==> src/rtl/hmin_pkg.sv <==
package hmin_pkg;
  // Strobes sent from the control path to the datapath
  typedef struct packed {
    logic ldIn;   // capture the incoming vector
    logic ldOut;  // capture the reduced result
  } hmin_strobe_t;
endpackage

==> src/rtl/hmin_ctrl.sv <==
module hmin_ctrl
  import hmin_pkg::*;
(
  input  logic         clk,
  input  logic         rst,
  input  logic         inValid,
  output hmin_strobe_t strobe,
  output logic         outValid
);
  logic stageValid;

  always_ff @(posedge clk) begin
    if (rst) begin
      stageValid <= 1'b0;
      outValid   <= 1'b0;
    end else begin
      stageValid <= inValid;
      outValid   <= stageValid;
    end
  end

  always_comb begin
    strobe.ldIn  = inValid;
    strobe.ldOut = stageValid;
  end

  AST_PULSE_FOLLOWS: assert property (@(posedge clk) disable iff (rst)
    stageValid |=> outValid);
  AST_NO_SPURIOUS: assert property (@(posedge clk) disable iff (rst)
    !stageValid |=> !outValid);
  AST_RESET_CLEAR: assert property (@(posedge clk)
    rst |=> !outValid);
endmodule

==> src/rtl/hmin_datapath.sv <==
module hmin_datapath
  import hmin_pkg::*;
#(
  parameter int LANES  = 8,
  parameter int LANE_W = 16,
  localparam int VEC_W = LANES * LANE_W,
  localparam int IDX_W = $clog2(LANES)
) (
  input  logic             clk,
  input  logic             rst,
  input  hmin_strobe_t     strobe,
  input  logic [VEC_W-1:0] inVec,
  output logic [VEC_W-1:0] result
);
  logic [VEC_W-1:0]  vecReg;
  logic [LANE_W-1:0] laneVal [LANES];
  // Heap-ordered tree: node n combines 2n (lower lanes) and 2n+1 (upper lanes)
  logic [LANE_W-1:0] nodeVal [2*LANES];
  logic [IDX_W-1:0]  nodeIdx [2*LANES];
  logic [VEC_W-1:0]  packed_res;

  always_ff @(posedge clk) begin
    if (rst)              vecReg <= '0;
    else if (strobe.ldIn) vecReg <= inVec;
  end

  for (genvar j = 0; j < LANES; j++) begin : g_lane
    assign laneVal[j] = vecReg[j*LANE_W +: LANE_W];
  end

  always_comb begin
    nodeVal[0] = '0;
    nodeIdx[0] = '0;
    for (int j = 0; j < LANES; j++) begin
      nodeVal[LANES+j] = laneVal[j];
      nodeIdx[LANES+j] = IDX_W'(j);
    end
    for (int n = LANES - 1; n >= 1; n--) begin
      // upper side wins only when strictly smaller: ties go to the lower lane
      if (nodeVal[2*n+1] < nodeVal[2*n]) begin
        nodeVal[n] = nodeVal[2*n+1];
        nodeIdx[n] = nodeIdx[2*n+1];
      end else begin
        nodeVal[n] = nodeVal[2*n];
        nodeIdx[n] = nodeIdx[2*n];
      end
    end
    packed_res = '0;
    packed_res[LANE_W-1:0]             = nodeVal[1];
    packed_res[LANE_W +: IDX_W]        = nodeIdx[1];
  end

  always_ff @(posedge clk) begin
    if (rst)               result <= '0;
    else if (strobe.ldOut) result <= packed_res;
  end

  function automatic logic [LANE_W-1:0] laneAt(logic [VEC_W-1:0] v, logic [IDX_W-1:0] k);
    return v[k*LANE_W +: LANE_W];
  endfunction

  for (genvar j = 0; j < LANES; j++) begin : g_chk
    AST_MIN_BOUND: assert property (@(posedge clk) disable iff (rst)
      strobe.ldOut |=> result[LANE_W-1:0] <= $past(laneVal[j]));
    AST_TIE_LOW: assert property (@(posedge clk) disable iff (rst)
      strobe.ldOut |=> (IDX_W'(j) < result[LANE_W +: IDX_W]) ->
        ($past(laneVal[j]) > result[LANE_W-1:0]));
  end

  AST_IDX_HOLDS_MIN: assert property (@(posedge clk) disable iff (rst)
    strobe.ldOut |=> laneAt($past(vecReg), result[LANE_W +: IDX_W]) == result[LANE_W-1:0]);
  AST_HOLD_RESULT: assert property (@(posedge clk) disable iff (rst)
    !strobe.ldOut |=> $stable(result));
  AST_UPPER_ZERO: assert property (@(posedge clk) disable iff (rst)
    strobe.ldOut |=> result[VEC_W-1:LANE_W+IDX_W] == '0);
endmodule

==> src/rtl/hmin_pos_unit.sv <==
module hmin_pos_unit
  import hmin_pkg::*;
#(
  parameter int LANES  = 8,
  parameter int LANE_W = 16,
  localparam int VEC_W = LANES * LANE_W
) (
  input  logic             clk,
  input  logic             rst,
  input  logic             inValid,
  input  logic [VEC_W-1:0] inVec,
  output logic             outValid,
  output logic [VEC_W-1:0] outResult
);
  hmin_strobe_t strobe;

  hmin_ctrl i_ctrl (
    .clk      (clk),
    .rst      (rst),
    .inValid  (inValid),
    .strobe   (strobe),
    .outValid (outValid)
  );

  hmin_datapath #(.LANES(LANES), .LANE_W(LANE_W)) i_dp (
    .clk    (clk),
    .rst    (rst),
    .strobe (strobe),
    .inVec  (inVec),
    .result (outResult)
  );
endmodule

==> config.mk <==
export PLATFORM = sky130hd
export DESIGN_NAME = hmin_pos_unit
export DESIGN_NICKNAME = d
export VERILOG_FILES = /design/src/rtl/hmin_pkg.sv /design/src/rtl/hmin_ctrl.sv /design/src/rtl/hmin_datapath.sv /design/src/rtl/hmin_pos_unit.sv
export SDC_FILE = /design/constraint.sdc
export NUM_CORES = 1
export LEC_CHECK = 0
export ABC_AREA = 1
export BUFFER_PORTS_ARGS = -buffer_cell sky130_fd_sc_hd__buf_2
export CAP_MARGIN = 20
export CORE_ASPECT_RATIO = 0.5
export CORE_MARGIN = 3
export CORE_UTILIZATION = 54
export CTS_CLUSTER_SIZE = 24
export DETAILED_ROUTE_END_ITERATION = 8
export MAX_ROUTING_LAYER = met4
export PLACE_DENSITY = 0.93
export SETUP_SLACK_MARGIN = 0.15
export SYNTH_ARGS = -nofsm -noshare
export SYNTH_HDL_FRONTEND = slang
export SYNTH_HIERARCHICAL = 1
export SYNTH_SLANG_ARGS = --single-unit
==> constraint.sdc <==
create_clock -name clk -period 6.44 [get_ports clk]
set_clock_uncertainty 0.1 [all_clocks]
set_input_delay 0.966 -clock clk [delete_from_list [all_inputs] [get_ports clk]]
set_output_delay 0.966 -clock clk [all_outputs]
set_load 0.01 [all_outputs]
Word level (Yosys, flattened, before mapping)
Index checks and enable logic that the tools add are counted.
{"block": "word_totals", "regBits": 149, "output_inout_bits": 129, "wordCells": 25}
{"block": "classes", "n_lt_le_gt_ge": 7, "mux": 14}
{"op": "$lt 16x16->1", "n": 7}
{"op": "$mux 16", "n": 7}
{"op": "$mux 1", "n": 4}
{"op": "$mux 2", "n": 2}
{"op": "$mux 3", "n": 1}

Depth between registers and ports, before layout
{"block": "depth", "word_depth": 6, "ltp_mapped": 40, "mapped_depth_nobuf": 37}

By module
The synthesis kept the hierarchy.
{"module": "hmin_datapath", "n_inst": 1, "cells_per_inst": 1364, "area_per_inst_um2": 9620.5}
{"module": "hmin_ctrl", "n_inst": 1, "cells_per_inst": 8, "area_per_inst_um2": 70.1}

Worst setup path before layout
Ideal clock, no wire load.
{"block": "synth_path", "kind": "reg2reg", "start": "register i_dp.vecReg[37]", "end": "register i_dp.result[10]", "setup_ns": 0.123, "arrival_time_ns": 4.963, "required_time_ns": 6.217, "setup_slack_ns": 1.253, "path_stages_with_launch": 31, "path_buffers": 4, "synth_period_minus_slack_ns": 5.187, "cell_sequence": "dfxtp_1 > inv_1 > ha_1 > a21oi_1 > nor2_1 > nor3_1 > nand2_1 > nand2_2 > nand2_2 > inv_1 > clkbuf_1 > clkbuf_1 > nand2_1 > o21ai_0 > ha_1 > a21oi_1 > nor2_1 > a211oi_1 > o221a_2 > nand2_4 > clkbuf_1 > o21ai_0 > ha_1 > a21oi_1 > nand3b_1 > a21oi_1 > a2111oi_2 > clkbuf_1 > nand3_1 > nand3_2 > a21oi_2"}
{"block": "synth_between", "elab_chain_len": 6}
{"item": "start, declared", "line_no": "hmin_datapath.sv:15", "text": "logic [VEC_W-1:0] vecReg;"}
{"item": "start signal, assigned", "line_no": "hmin_datapath.sv:24", "text": "else if (strobe.ldIn) vecReg <= inVec;"}
{"item": "$lt 16x16->1", "line_no": "hmin_datapath.sv:40", "text": "if (nodeVal[2*n+1] < nodeVal[2*n]) begin"}
{"item": "$mux 16 *", "line_no": "hmin_datapath.sv:40"}
{"item": "$lt 16x16->1", "line_no": "hmin_datapath.sv:40"}
{"item": "$mux 16 *", "line_no": "hmin_datapath.sv:40"}
{"item": "$lt 16x16->1", "line_no": "hmin_datapath.sv:40"}
{"item": "$mux 16 *", "line_no": "hmin_datapath.sv:40"}
{"item": "end signal, assigned", "line_no": "hmin_datapath.sv:55", "text": "else if (strobe.ldOut) result <= packed_res;"}
{"item": "end, declared", "line_no": "hmin_datapath.sv:13", "text": "output logic [VEC_W-1:0] result"}
Mark *: on every way between the ends. The rest lies on a longest branch, timed or not.
A chain may end at the register's enable or synchronous reset.

Final worst setup path
{"block": "layout_path", "start": "register i_dp.vecReg[45]", "end": "register i_dp.result[6]"}
Same word-level chain as after synthesis.

==> out/results.ini <==
[status]
outcome=complete, no violations

[cts]
worstSkewPairLatency_ps=420
cts_buffers=17
clk_path_buf_depth=2
htree_levels=4
cts.sinks=149
cts_hold_buf=0
cts_tree=yes
cts_setup_buffers=0
clkSlewWorstSetupHoldPaths_ps=70
clockRootBuffer=clkbuf_16

[global_routing]
grt_pass1_wl_microns=39320
grt_pass1_vias=8285
antenna_found_initial=0
grt_usage_pct=25.20
grt_max_degree=122
grt_overflow=0

[worst_setup_path]
cp.required_ps=6680
crit_type=reg -> reg
endpoint_kind=flip-flop
crit_arrival_ps=6130
worstSetupStartpointType=flip-flop
critPathMaxFanout=34

[drt]
drt_first_pass_iters=5
wl_per_cell_microns=14.32
vias=9015
via_per_inst=5.253
drtAntennaViolNets=0
wirelength_microns=24570
route.detailed.drc=0
drt-initial-drc-count=794

[pwr]
p_per_area_mw_per_mm2=336.6
power.internal_w=0.002116
netSwitchingFraction_pct=41.12
seq_power_share_pct=29.7
pwr-share-comb_pct=42.1
p_clk_share_pct=28.3
p_leak_nw=5.243
ir_drop_mv=0.2059
switching_power_w=0.001478

[finish]
drive_gt1_share_pct=16.39
fin_nets=1711
layout.cells.non_filler=1716
area_growth_pct=10.21
mostFrequentLayoutCells=nand2_1 (224), o21ai_0 (223), buf_2 (150)
diodes=0
post-route-util_pct=62.94
design_area_sq_mm=0.01068
final_common_cell=nand2_1

[floorplan]
fp.coreArea_sq_mm=0.01697
initial_core_util_pct=57.10
rows=33
die_y_microns=100.7
die-area_sq_mm=0.01969
die_x_microns=195.5
io_pins=260

[timing]
hold_ws_ps=371.0
setup_viol=0
worst_slew_pin_slew_ps=1039
min_period_over_period_pct=91.32
slew_viol_final=0
rsz0062_at_grt=no
slew_headroom_pct=30.76
tns_ps=0
fin_crit_ps=5881
clock.fmax_ghz=0.1700
hold_violations=0

[logic_synthesis]
synth_cell_types=31
synth-seq-cells=149
synth-seq-area-share_pct=30.78
syn-instance-count=1372
syn_area_sq_mm=0.009691
synth_warnings=6
syn-mean-instance-area_sq_um=7.063

[place]
dp.final_hpwl_microns=18010
dp_cells=1684
numPortBuffers=150
placed_area_sq_mm=0.01007
place_congestion=0.9867

[job]
drv_cap=0

[worst_hold_path]
hp-class=reg -> reg

[final timing paths]
check	from	endpoint	slack [ps]	depth (start not counted)
max	i_dp/vecReg[45]$_SDFFE_PP0P_	i_dp/result[6]$_SDFFE_PP0P_	560	25
min	i_dp/result[7]$_SDFFE_PP0P_	i_dp/result[7]$_SDFFE_PP0P_	370	2
max reg2reg	i_dp/vecReg[45]$_SDFFE_PP0P_	i_dp/result[6]$_SDFFE_PP0P_	560	25
min reg2reg	i_dp/result[7]$_SDFFE_PP0P_	i_dp/result[7]$_SDFFE_PP0P_	370	2
[logic make-up after synthesis]
| logic type | after synthesis | share of synthesized area (%) |
|---|---|---|
| AOI/OAI and AO/OA | 367 | 19.72 |
| adders and majority gates | 104 | 13.43 |
| buffers and inverters | 294 | 15.86 |
| DFF | 149 | 30.78 |
| other | 1 | 0.03870 |
| and+or+nand+nor | 457 | 20.18 |
[flip-flops by register name (all words and copies together) (netlist names)]
register,flops
i_dp/vecReg,128
i_dp/result,19
i_ctrl/outValid,1
i_ctrl/stageValid,1
[Yosys cell counts (all sizes together)]
master	number	area (sq um)
ha	104	1301
buf	118	875.8
nor2	147	556.8
a211oi	5	37.54
nand3	44	265.3
a2111oi	1	15.01
nor3	10	60.06
o21ai	228	1145
o21bai	2	15.01
clkinv	1	3.750
dfxtp	149	2983
conb	1	3.750
clkbuf	60	225.2
nand4	6	37.54
a21oi	129	675.7
nand2	248	1021
o221a	2	22.52
inv	115	431.7
nand3b	2	15.01
[power by group through the flow]
| stage | Clock [W] | Combinational, W | Sequential (W) |
|---|---|---|---|
| 2_1_floorplan | 0 | 0.00114 | 0.00109 |
| 3_3_place_gp | 0 | 0.00142 | 0.00108 |
| 3_5_place_dp | 0 | 0.00145 | 0.00108 |
| 4_1_cts | 0.00103 | 0.00147 | 0.00106 |
| 5_1_grt | 0.00107 | 0.00169 | 0.00107 |
| 6_report | 0.00102 | 0.00151 | 0.00107 |
[repair_timing]
action | CTS | global route
endpoints found under the setup margin | 0 | 18
hold endpoints to repair | 0 | 0
gates resized for setup | 0 | 5
[through the flow]
| stage | worst slack [ps] | power, W |
|---|---|---|
| floorplan | 1253 | 0.002226 |
| global placement | 922.7 | 0.002506 |
| detailed placement | 853.6 | 0.002537 |
| CTS | 728.7 | 0.003563 |
| global route | 162.3 | 0.003841 |
| finish | 558.9 | 0.003594 |
[worst max-delay path: stages, from the launching register on]
cell and delay (ps):
dfxtp_1 320, inv_1 60, ha_1 320, nand4_1 140, nor3_1 230, nand2_2 110
nand2_2 110, clkinvlp_4 380, o21ai_0 590, ha_1 340, a21oi_1 140, nor2_1 50
a211oi_1 180, nand2_1 120, nand2_2 110, nand2_4 190, o21ai_0 580, ha_1 380
a21oi_1 180, a21oi_1 100, a2111oi_2 210, buf_4 290, nand2_4 200, nand2_1 130
nand3_1 70, a21oi_1 170
[layer usage]
| layer | share of wire [%] | up-vias | GRT usage, % |
|---|---|---|---|
| li1 | - | 4507 | - |
| met1 | 46 | 4105 | 33.14 |
| met2 | 46 | 363 | 41.15 |
| met3 | 6.5 | 40 | 3.606 |
| met4 | 1.5 | 0 | 6.732 |
| met5 | 0 | - | - |
[layout make-up]
cell class                      instances  area, sq um
Sequential cell                       149         2983
Clock buffer                           19        452.9
Inverter                              116        449.2
Multi-Input combinational cell       1037         5577
Timing Repair Buffer                  155        788.3
Tap cell                              227        284.0
Fill cell                            1548         6290
Clock inverter                         13        146.4
No activity file was read; power rests on OpenSTA's default activity.
